$ cat src/rtl/uart_cd_pkg.sv
package uart_cd_pkg;

   typedef enum logic {
      ST_IDLE  = 1'b0,
      ST_SHIFT = 1'b1
   } tx_state_e;

   typedef struct packed {
      logic ten;
      logic irq_sel;
      logic smp_sel;
      logic aclr;
      logic sync;
   } tx_cfg_t;

endpackage

$ cat src/rtl/uart_cd_baud.sv
module uart_cd_baud #(
   parameter int DIV_W = 12
) (
   input  logic             clk,
   input  logic             rst_n,
   input  logic             run,
   input  logic [DIV_W-1:0] bit_div,
   output logic             bit_end,
   output logic             mid_pulse
);
   localparam logic [DIV_W-1:0] MIN_DIV = DIV_W'(2);

   logic [DIV_W-1:0] cnt;
   logic [DIV_W-1:0] eff;

   // divisors below two would give no distinct mid-bit point
   assign eff       = (bit_div < MIN_DIV) ? MIN_DIV : bit_div;
   assign bit_end   = run && (cnt == eff - DIV_W'(1));
   assign mid_pulse = run && (cnt == (eff >> 1));

   always_ff @(posedge clk or negedge rst_n) begin
      if (!rst_n)                cnt <= '0;
      else if (!run || bit_end)  cnt <= '0;
      else                       cnt <= cnt + DIV_W'(1);
   end
endmodule

$ cat src/rtl/uart_cd_shift.sv
module uart_cd_shift
   import uart_cd_pkg::*;
#(
   parameter int DATA_W = 8
) (
   input  logic              clk,
   input  logic              rst_n,
   input  logic              start,
   input  logic [DATA_W-1:0] ld_data,
   input  logic              bit_end,
   input  logic              abort,
   output logic              busy,
   output logic              txd,
   output logic              frame_end
);
   localparam int FRAME_W = DATA_W + 2;
   localparam int IDX_W   = $clog2(FRAME_W);
   localparam logic [IDX_W-1:0] LAST_IDX = IDX_W'(FRAME_W - 1);

   tx_state_e          st;
   logic [FRAME_W-1:0] sh;
   logic [IDX_W-1:0]   idx;

   assign busy      = (st == ST_SHIFT);
   assign txd       = busy ? sh[0] : 1'b1;
   assign frame_end = busy && bit_end && !abort && (idx == LAST_IDX);

   always_ff @(posedge clk or negedge rst_n) begin
      if (!rst_n) begin
         st  <= ST_IDLE;
         sh  <= '1;
         idx <= '0;
      end else if (start) begin
         st  <= ST_SHIFT;
         sh  <= {1'b1, ld_data, 1'b0};
         idx <= '0;
      end else if (busy && bit_end) begin
         if (abort || idx == LAST_IDX) begin
            st  <= ST_IDLE;
            sh  <= '1;
            idx <= '0;
         end else begin
            sh  <= {1'b1, sh[FRAME_W-1:1]};
            idx <= idx + IDX_W'(1);
         end
      end
   end
endmodule

$ cat src/rtl/uart_cd_coll.sv
module uart_cd_coll #(
   parameter int RXD_STAGES = 0
) (
   input  logic clk,
   input  logic rst_n,
   input  logic rxd_in,
   input  logic txd,
   input  logic busy,
   input  logic smp_sel,
   input  logic mid_pulse,
   input  logic tmr_uf,
   input  logic clr,
   output logic coll_event,
   output logic coll_flag,
   output logic rxd_fall
);
   logic rxd_s;
   logic txd_ref;
   logic rxd_prev;
   logic strobe;

   generate
      if (RXD_STAGES == 0) begin : g_direct
         assign rxd_s   = rxd_in;
         assign txd_ref = txd;
      end else begin : g_staged
         // the driven level is delayed as far as the read-back level
         logic [RXD_STAGES-1:0] rx_pipe;
         logic [RXD_STAGES-1:0] tx_pipe;
         always_ff @(posedge clk or negedge rst_n) begin
            if (!rst_n) begin
               rx_pipe <= '1;
               tx_pipe <= '1;
            end else begin
               rx_pipe <= {rx_pipe[RXD_STAGES-1:0], rxd_in} >> 0;
               tx_pipe <= {tx_pipe[RXD_STAGES-1:0], txd} >> 0;
            end
         end
         assign rxd_s   = rx_pipe[RXD_STAGES-1];
         assign txd_ref = tx_pipe[RXD_STAGES-1];
      end
   endgenerate

   assign strobe     = smp_sel ? tmr_uf : mid_pulse;
   assign coll_event = busy && strobe && (rxd_s != txd_ref);
   assign rxd_fall   = rxd_prev && !rxd_s;

   always_ff @(posedge clk or negedge rst_n) begin
      if (!rst_n) begin
         rxd_prev  <= 1'b1;
         coll_flag <= 1'b0;
      end else begin
         rxd_prev <= rxd_s;
         if (coll_event)  coll_flag <= 1'b1;
         else if (clr)    coll_flag <= 1'b0;
      end
   end
endmodule

$ cat src/rtl/uart_cd_tx.sv
module uart_cd_tx
   import uart_cd_pkg::*;
#(
   parameter int DATA_W     = 8,
   parameter int DIV_W      = 12,
   parameter int RXD_STAGES = 0
) (
   input  logic              clk,
   input  logic              rst_n,
   input  logic              cfg_we,
   input  logic              cfg_ten,
   input  logic              cfg_irq_sel,
   input  logic              cfg_smp_sel,
   input  logic              cfg_aclr,
   input  logic              cfg_sync,
   input  logic [DIV_W-1:0]  bit_div,
   input  logic              tx_we,
   input  logic [DATA_W-1:0] tx_data,
   input  logic              coll_clr,
   input  logic              tmr_uf,
   input  logic              rxd,
   output logic              txd,
   output logic              tx_irq,
   output logic              buf_empty,
   output logic              coll_flag,
   output logic              txen,
   output logic              sync_pend
);
   generate
      if (DATA_W < 1)     begin : g_bad_data  $error("DATA_W must be at least 1"); end
      if (DIV_W < 2)      begin : g_bad_div   $error("DIV_W must be at least 2"); end
      if (RXD_STAGES < 0) begin : g_bad_stage $error("RXD_STAGES must not be negative"); end
   endgenerate

   tx_cfg_t           cfg_q;
   logic              buf_vld;
   logic [DATA_W-1:0] buf_data;
   logic              busy;
   logic              bit_end;
   logic              mid_pulse;
   logic              frame_end;
   logic              coll_event;
   logic              rxd_fall;
   logic              start;
   logic              abort;
   logic              irq_sel_q;
   logic              aclr_q;

   assign irq_sel_q = cfg_q.irq_sel;
   assign aclr_q    = cfg_q.aclr;
   assign abort     = !cfg_q.ten;
   assign start     = !busy && buf_vld && cfg_q.ten && (!cfg_q.sync || rxd_fall);

   always_ff @(posedge clk or negedge rst_n) begin
      if (!rst_n) begin
         cfg_q <= '0;
      end else begin
         if (coll_event && cfg_q.aclr) cfg_q.ten <= 1'b0;
         else if (cfg_we)              cfg_q.ten <= cfg_ten;
         if (start)                    cfg_q.sync <= 1'b0;
         else if (cfg_we)              cfg_q.sync <= cfg_sync;
         if (cfg_we) begin
            cfg_q.irq_sel <= cfg_irq_sel;
            cfg_q.smp_sel <= cfg_smp_sel;
            cfg_q.aclr    <= cfg_aclr;
         end
      end
   end

   always_ff @(posedge clk or negedge rst_n) begin
      if (!rst_n) begin
         buf_vld  <= 1'b0;
         buf_data <= '0;
      end else if (busy && bit_end && abort) begin
         buf_vld <= 1'b0;
      end else if (start) begin
         buf_vld <= 1'b0;
      end else if (tx_we && !buf_vld) begin
         buf_vld  <= 1'b1;
         buf_data <= tx_data;
      end
   end

   always_ff @(posedge clk or negedge rst_n) begin
      if (!rst_n) tx_irq <= 1'b0;
      else        tx_irq <= cfg_q.irq_sel ? frame_end : start;
   end

   uart_cd_baud #(.DIV_W(DIV_W)) u_baud (
      .clk       (clk),
      .rst_n     (rst_n),
      .run       (busy),
      .bit_div   (bit_div),
      .bit_end   (bit_end),
      .mid_pulse (mid_pulse)
   );

   uart_cd_shift #(.DATA_W(DATA_W)) u_shift (
      .clk       (clk),
      .rst_n     (rst_n),
      .start     (start),
      .ld_data   (buf_data),
      .bit_end   (bit_end),
      .abort     (abort),
      .busy      (busy),
      .txd       (txd),
      .frame_end (frame_end)
   );

   uart_cd_coll #(.RXD_STAGES(RXD_STAGES)) u_coll (
      .clk        (clk),
      .rst_n      (rst_n),
      .rxd_in     (rxd),
      .txd        (txd),
      .busy       (busy),
      .smp_sel    (cfg_q.smp_sel),
      .mid_pulse  (mid_pulse),
      .tmr_uf     (tmr_uf),
      .clr        (coll_clr),
      .coll_event (coll_event),
      .coll_flag  (coll_flag),
      .rxd_fall   (rxd_fall)
   );

   assign buf_empty = !buf_vld;
   assign txen      = cfg_q.ten;
   assign sync_pend = cfg_q.sync;
endmodule

$ cat config.mk
export PLATFORM = sky130hd
export DESIGN_NAME = uart_cd_tx
export DESIGN_NICKNAME = d
export VERILOG_FILES = /design/src/rtl/uart_cd_pkg.sv /design/src/rtl/uart_cd_baud.sv /design/src/rtl/uart_cd_shift.sv /design/src/rtl/uart_cd_coll.sv /design/src/rtl/uart_cd_tx.sv
export SDC_FILE = /design/constraint.sdc
export NUM_CORES = 1
export LEC_CHECK = 0
export BUFFER_PORTS_ARGS = -buffer_cell sky130_fd_sc_hd__buf_2
export CORE_MARGIN = 5
export CORE_UTILIZATION = 31
export CTS_CLUSTER_DIAMETER = 30
export CTS_CLUSTER_SIZE = 16
export DETAILED_ROUTE_END_ITERATION = 16
export GPL_TIMING_DRIVEN = 1
export REMOVE_ABC_BUFFERS = 1
export SLEW_MARGIN = 20
export SYNTH_ARGS = -nofsm -noshare
export SYNTH_HDL_FRONTEND = slang
export SYNTH_SLANG_ARGS = --single-unit
export TNS_END_PERCENT = 1
$ cat constraint.sdc
create_clock -name clk -period 3.9 [get_ports clk]
set_clock_uncertainty 0.05 [all_clocks]
set_input_delay 0.78 -clock clk [delete_from_list [all_inputs] [get_ports clk]]
set_output_delay 0.78 -clock clk [all_outputs]
set_load 0.02 [all_outputs]
=== Word-level counts from Yosys, hierarchy flattened ===
Cells that the tools add are included.

* Register bits after elaboration: 44
* Input port bits: 32
* Output and inout bits: 6
* Logic and storage cells: 77

* Add/sub/neg operators: 3
* Order comparisons: 1
* Equal/unequal tests: 4
* Multiplexer cells: 23
* Bitwise gates (word level): 2
* Reductions and logical operators: 30

{| class="wikitable"
|+ Operator list
! kind !! number
|-
| 2-to-1 mux 12 bit || 2
|-
| 2-to-1 mux 10 bit || 2
|-
| 2-to-1 mux 1 bit || 15
|-
| logical AND 1 bit || 14
|-
| adder 12 x 1 -> 12 bit, second input constant || 1
|-
| == test 12 x 11 -> 1 bit || 1
|-
| == test 12 bit || 1
|-
| less-than comparator 12 x 2 -> 1 bit, second input constant || 1
|-
| 2-to-1 mux 4 bit || 3
|-
| subtractor 12 x 1 -> 12 bit, second input constant || 1
|-
| nonzero test 2 bit || 5
|-
| 2-to-1 mux 9 bit || 1
|-
| logical NOT 1 bit || 5
|-
| adder 4 x 1 -> 4 bit, second input constant || 1
|-
| == test 4 bit, second input constant || 1
|-
| logical OR 1 bit || 3
|-
| AND reduction 3 bit || 1
|-
| nonzero test 3 bit || 1
|-
| inverter 1 bit || 2
|-
| AND reduction 2 bit || 1
|-
| != test 1 bit || 1
|}

=== Logic depth before layout (Yosys ltp) ===
* Word-level depth: 9
* Depth in mapped cells: 13
* Gate-level depth less buffers: 11

=== Modules after synthesis ===
A second synthesis with hierarchy kept.

* Cell total of the unflattened synthesis: 286
* Area, all modules: 2741.4 µm²

{| class="wikitable"
|+ By module, submodules not included
! module !! instances !! cells each !! area each (µm²) !! seq. area each (µm²)
|-
| uart_cd_baud || 1 || 159 || 1253.7 || 300.3
|-
| uart_cd_shift || 1 || 79 || 735.7 || 361.6
|-
| uart_cd_tx || 1 || 40 || 649.4 || 375.4
|-
| uart_cd_coll || 1 || 8 || 102.6 || 51.3
|}

=== Worst setup path after synthesis ===
Ideal clock, no wire load.

* Path kind: input to register
* Start point: input bit_div[6]
* End point: register buf_data[0]
* Library setup time: 125 ps
* Arrival time: 3913 ps
* Required time: 3725 ps
* Slack: -188 ps
* Stages: 12
* Path buffers: 1
* Cells stage by stage: buf_2 -> nor4_1 -> nand4b_1 -> nor2b_1 -> ha_1 -> nor2b_1 -> nor3_1 -> a21oi_1 -> a2111o_1 -> or4_4 -> o311ai_4 -> mux2_2

* Word-level cells in the longest chain between the ends: 9

{| class="wikitable"
|+ RTL lines
! what !! line !! source
|-
| start, declared || uart_cd_tx.sv:16 || <nowiki>input logic [DIV_W-1:0] bit_div,</nowiki>
|-
| less-than comparator 12 x 2 -> 1 bit || uart_cd_baud.sv:17 || <nowiki>assign eff = (bit_div < MIN_DIV) ? MIN_DIV : bit_div;</nowiki>
|-
| 2-to-1 mux 12 bit (*) || uart_cd_baud.sv:17 ||
|-
| subtractor 12 x 1 -> 12 bit (*) || uart_cd_baud.sv:18 || <nowiki>assign bit_end = run && (cnt == eff - DIV_W'(1));</nowiki>
|-
| == test 12 bit (*) || uart_cd_baud.sv:18 ||
|-
| logical AND 1 bit (*) || uart_cd_baud.sv:18 ||
|-
| logical AND 1 bit (*) (2 in series) || uart_cd_tx.sv:74 || <nowiki>end else if (busy && bit_end && abort) begin</nowiki>
|-
| inverter 1 bit (no source line) (*) || - ||
|-
| AND reduction 3 bit (no source line) (*) || - ||
|-
| end signal, assigned || uart_cd_tx.sv:80 || <nowiki>buf_data <= tx_data;</nowiki>
|-
| end, declared || uart_cd_tx.sv:37 || <nowiki>logic [DATA_W-1:0] buf_data;</nowiki>
|}

Mark *: on every way between the ends. The rest lies on a longest branch, timed or not.
A chain may end at the register's enable or synchronous reset.

=== Worst setup path in the final report ===
* Start point: input bit_div[10]
* End point: register buf_data[3]

Same word-level chain as after synthesis.

==> flow_summary.yaml <==
route:
  highest_layer: "met4"
  drt_iter0_drc: 141
  vias: 2334
  route.met3.wl_um: 456
  first_pass_iters: 4
  wl_met2_um: 2920
  ant_nets: 0
  wl_per_cell_um: 14.8
  route.detailed.drc: 0
  wl_um: 6640
  vias_per_cell: 5.22
  met1_length_um: 3160
worst_setup_path:
  start_kind: "primary input"
  required_ns: 4.03
  worstPathMaxFanout: 8
  critical_path_class: "primary input to register"
  cp_data_arrival_time_ns: 3.95
  endpoint_kind: "register"
yosys:
  muxShareOfSynthArea: 0.0572
  synth_top_family_by_area: "simple AND/OR/NAND/NOR gates"
  synth_simple_gate_area_frac: 0.238
  synthCells: 291
  postSynth.asyncResetShare: 1.00
  synth_edf_count: 0
  synth.cell_area_um2: 2710
  synth-adder-area-share: 0.0185
  avgSynthCellArea_um2: 9.31
  synth_compound_area_frac: 0.135
  yosysSeqAreaShare: 0.402
  ys_warn_count: 0
  synth-xor-area-share: 0.100
  ys.flop_type: "dfrtp_1"
  synth_cell_types: 51
  synth_seq_cells: 43
run_status:
  status: "complete, no violations"
clocking:
  cts_tree: "yes"
  clock_latency_ns: 0.30
  post-cts-setup-buffers: 0
  cts_buffers: 5
  cts.sinks: 43
  ctsHtreeMaxLevel: 2
  hold_buffers: 0
  cts.path.max_buffers: 2
  path_clk_slew_ns: 0.08
  ctsRootBufferMaster: "clkbuf_8"
timing:
  fmax_mhz: 262
  setup_violations: 0
  maxSlewHeadroom: 0.398
  fin_crit_ns: 3.81
  worst_slew_pin_slew_ns: 0.900
  slew_viol_final: 0
  hold_viol_final: 0
  finalCritPeriodShare: 0.978
  setup_ws_ns: 0.0867
final_layout:
  drive_gt1_frac: 0.292
  mostFrequentLayoutCells: "buf_2, dfrtp_1, nor2_1"
  diodes: 0
  final_common_cell: "buf_2"
  nNetsFinal: 374
  final_area_um2: 3260
  syn_to_final_growth_pct: 20.1
global_route:
  grt_use_total: 0.126
  grt_first_pass_wirelength_um: 11400
  antenna_found_initial: 0
  grt_pass1_vias: 2303
  overflow: 0
  grt_max_degree: 44
placed_design:
  io_buffers: 37
  dp_hpwl_um: 4880
  dp_slack_ns: -0.320
  placed_cell_area_um2: 3130
  place_congestion: 0.866
power:
  powerDensity_nw_per_um2: 410
  power.leakage_nw: 1.38
  ir_worst_vdd_mv: 0.168
floorplan:
  start_util: 0.314
  die-area_um2: 10700
  io_pins: 38
  coreArea_um2: 8640
  rows: 34
  die_w_um: 104
  die-height_um: 104
min_path:
  hp-class: "primary input to async pin"
job:
  drv_cap: 0
-- kinds of logic after synthesis --
kind of cell / Yosys count
and+or+nand+nor: 117
AOI/OAI and AO/OA: 52
DFF: 43
xor gates and xnor gates: 31
buffers and inverters: 30
muxes: 14
adders and majority gates: 4
-- flip-flops by register name, indices dropped and copies added, names as in the netlist --
register          count
irq_sel_q             1
sync_pend             1
tx_irq                1
u_coll.coll_flag      1
buf_vld               1
cfg_q                 1
txen                  1
u_coll.rxd_prev       1
aclr_q                1
u_shift.busy          1
u_shift.idx           4
u_baud.cnt           12
buf_data              8
u_shift.sh            9
-- critical path, stage by stage --
cell      delay (ns)
buf_2           0.10
nor3_1          0.33
nand4b_1        0.21
nor2b_1         0.20
ha_1            0.20
nor2b_2         0.19
nor3_1          0.17
a21oi_1         0.06
a2111o_1        0.40
or4_4           0.54
o311ai_4        0.28
buf_12          0.17
mux2_2          0.33
-- through the flow --
stage | utilization | setup TNS, ns | hold WS (ns) | std cells | power, W
CTS | 0.375 | 0 | 0.445 | 447 | 0.00134
floorplan | - | -2.56 | 0.394 | 270 | 0.000851
global placement | 0.362 | -3.45 | 0.416 | 439 | 0.000986
detailed placement | 0.362 | -5.14 | 0.422 | 439 | 0.000991
global route | 0.377 | -0.414 | 0.453 | 447 | 0.00142
finish | 0.377 | 0 | 0.411 | 447 | 0.00134
-- where the power goes --
| group | switching, W | internal [W] |
|---|---|---|
| clock | 0.000152 | 0.000192 |
| sequential | 0.000114 | 0.000517 |
| combinational | 0.000192 | 0.000169 |
-- cell type report --
type | instances | area (um2)
well taps | 108 | 135
clock inverters | 1 | 30.0
fillers | 885 | 5380
clock buffers | 7 | 76.3
repair buffers | 61 | 380
multi-input cells | 218 | 1510
flip-flops and latches | 43 | 1090
inverters | 9 | 33.8
-- timing repair --
item	4_1_cts	5_1_grt
pin swaps	0	2
gates cloned	0	0
setup endpoints to repair	1	21
resized for setup	1	3
-- worst paths after layout --
path	from	end	slack, ns	cells after the start
worst min register to register	buf_data[1]	u_shift.sh[2]	0.44	2
worst max-delay path	bit_div[10]	buf_data[3]	0.09	13
worst min-delay path	rst_n	u_baud.cnt[0]	0.41	1
max in group asynchronous	rst_n	aclr_q	2.99	1
min in group clk	buf_data[1]	u_shift.sh[2]	0.44	2
worst max register to register	u_baud.cnt[6]	buf_data[3]	1.20	8
-- layer usage --
metal  track usage  vias up
met5             0        -
met4        0.0412        0
met3        0.0386        7
met2         0.182       61
met1         0.180     1128
li1              -     1138
-- cells in the mapped netlist, types with 2 or more instances --
cell type	instances	area, um2
nor3b_1	2	15.0
or3_1	3	18.8
a211oi_1	4	30.0
a21oi_1	12	60.1
nor2b_1	4	25.0
nand3b_1	4	30.0
nand4_1	4	25.0
o21ai_0	10	50.1
xor2_1	20	175
o31ai_1	6	45.0
nand4b_1	3	26.3
dfrtp_1	33	826
nand2b_1	2	12.5
inv_1	9	33.8
ha_1	4	50.1
clkbuf_1	14	52.6
mux2_2	12	135
nor2_1	29	109
nor4_2	2	25.0
nand3_1	18	90.1
buf_6	2	22.5
nor3_1	5	25.0
nor4_1	13	81.3
and3_1	4	25.0
xnor2_1	11	96.3
nand2_1	17	63.8
dfstp_2	10	263
a21o_1	4	30.0
buf_2	4	20.0
mux2i_1	2	20.0
a31oi_1	4	25.0
Power figures use the tool's default switching activity.
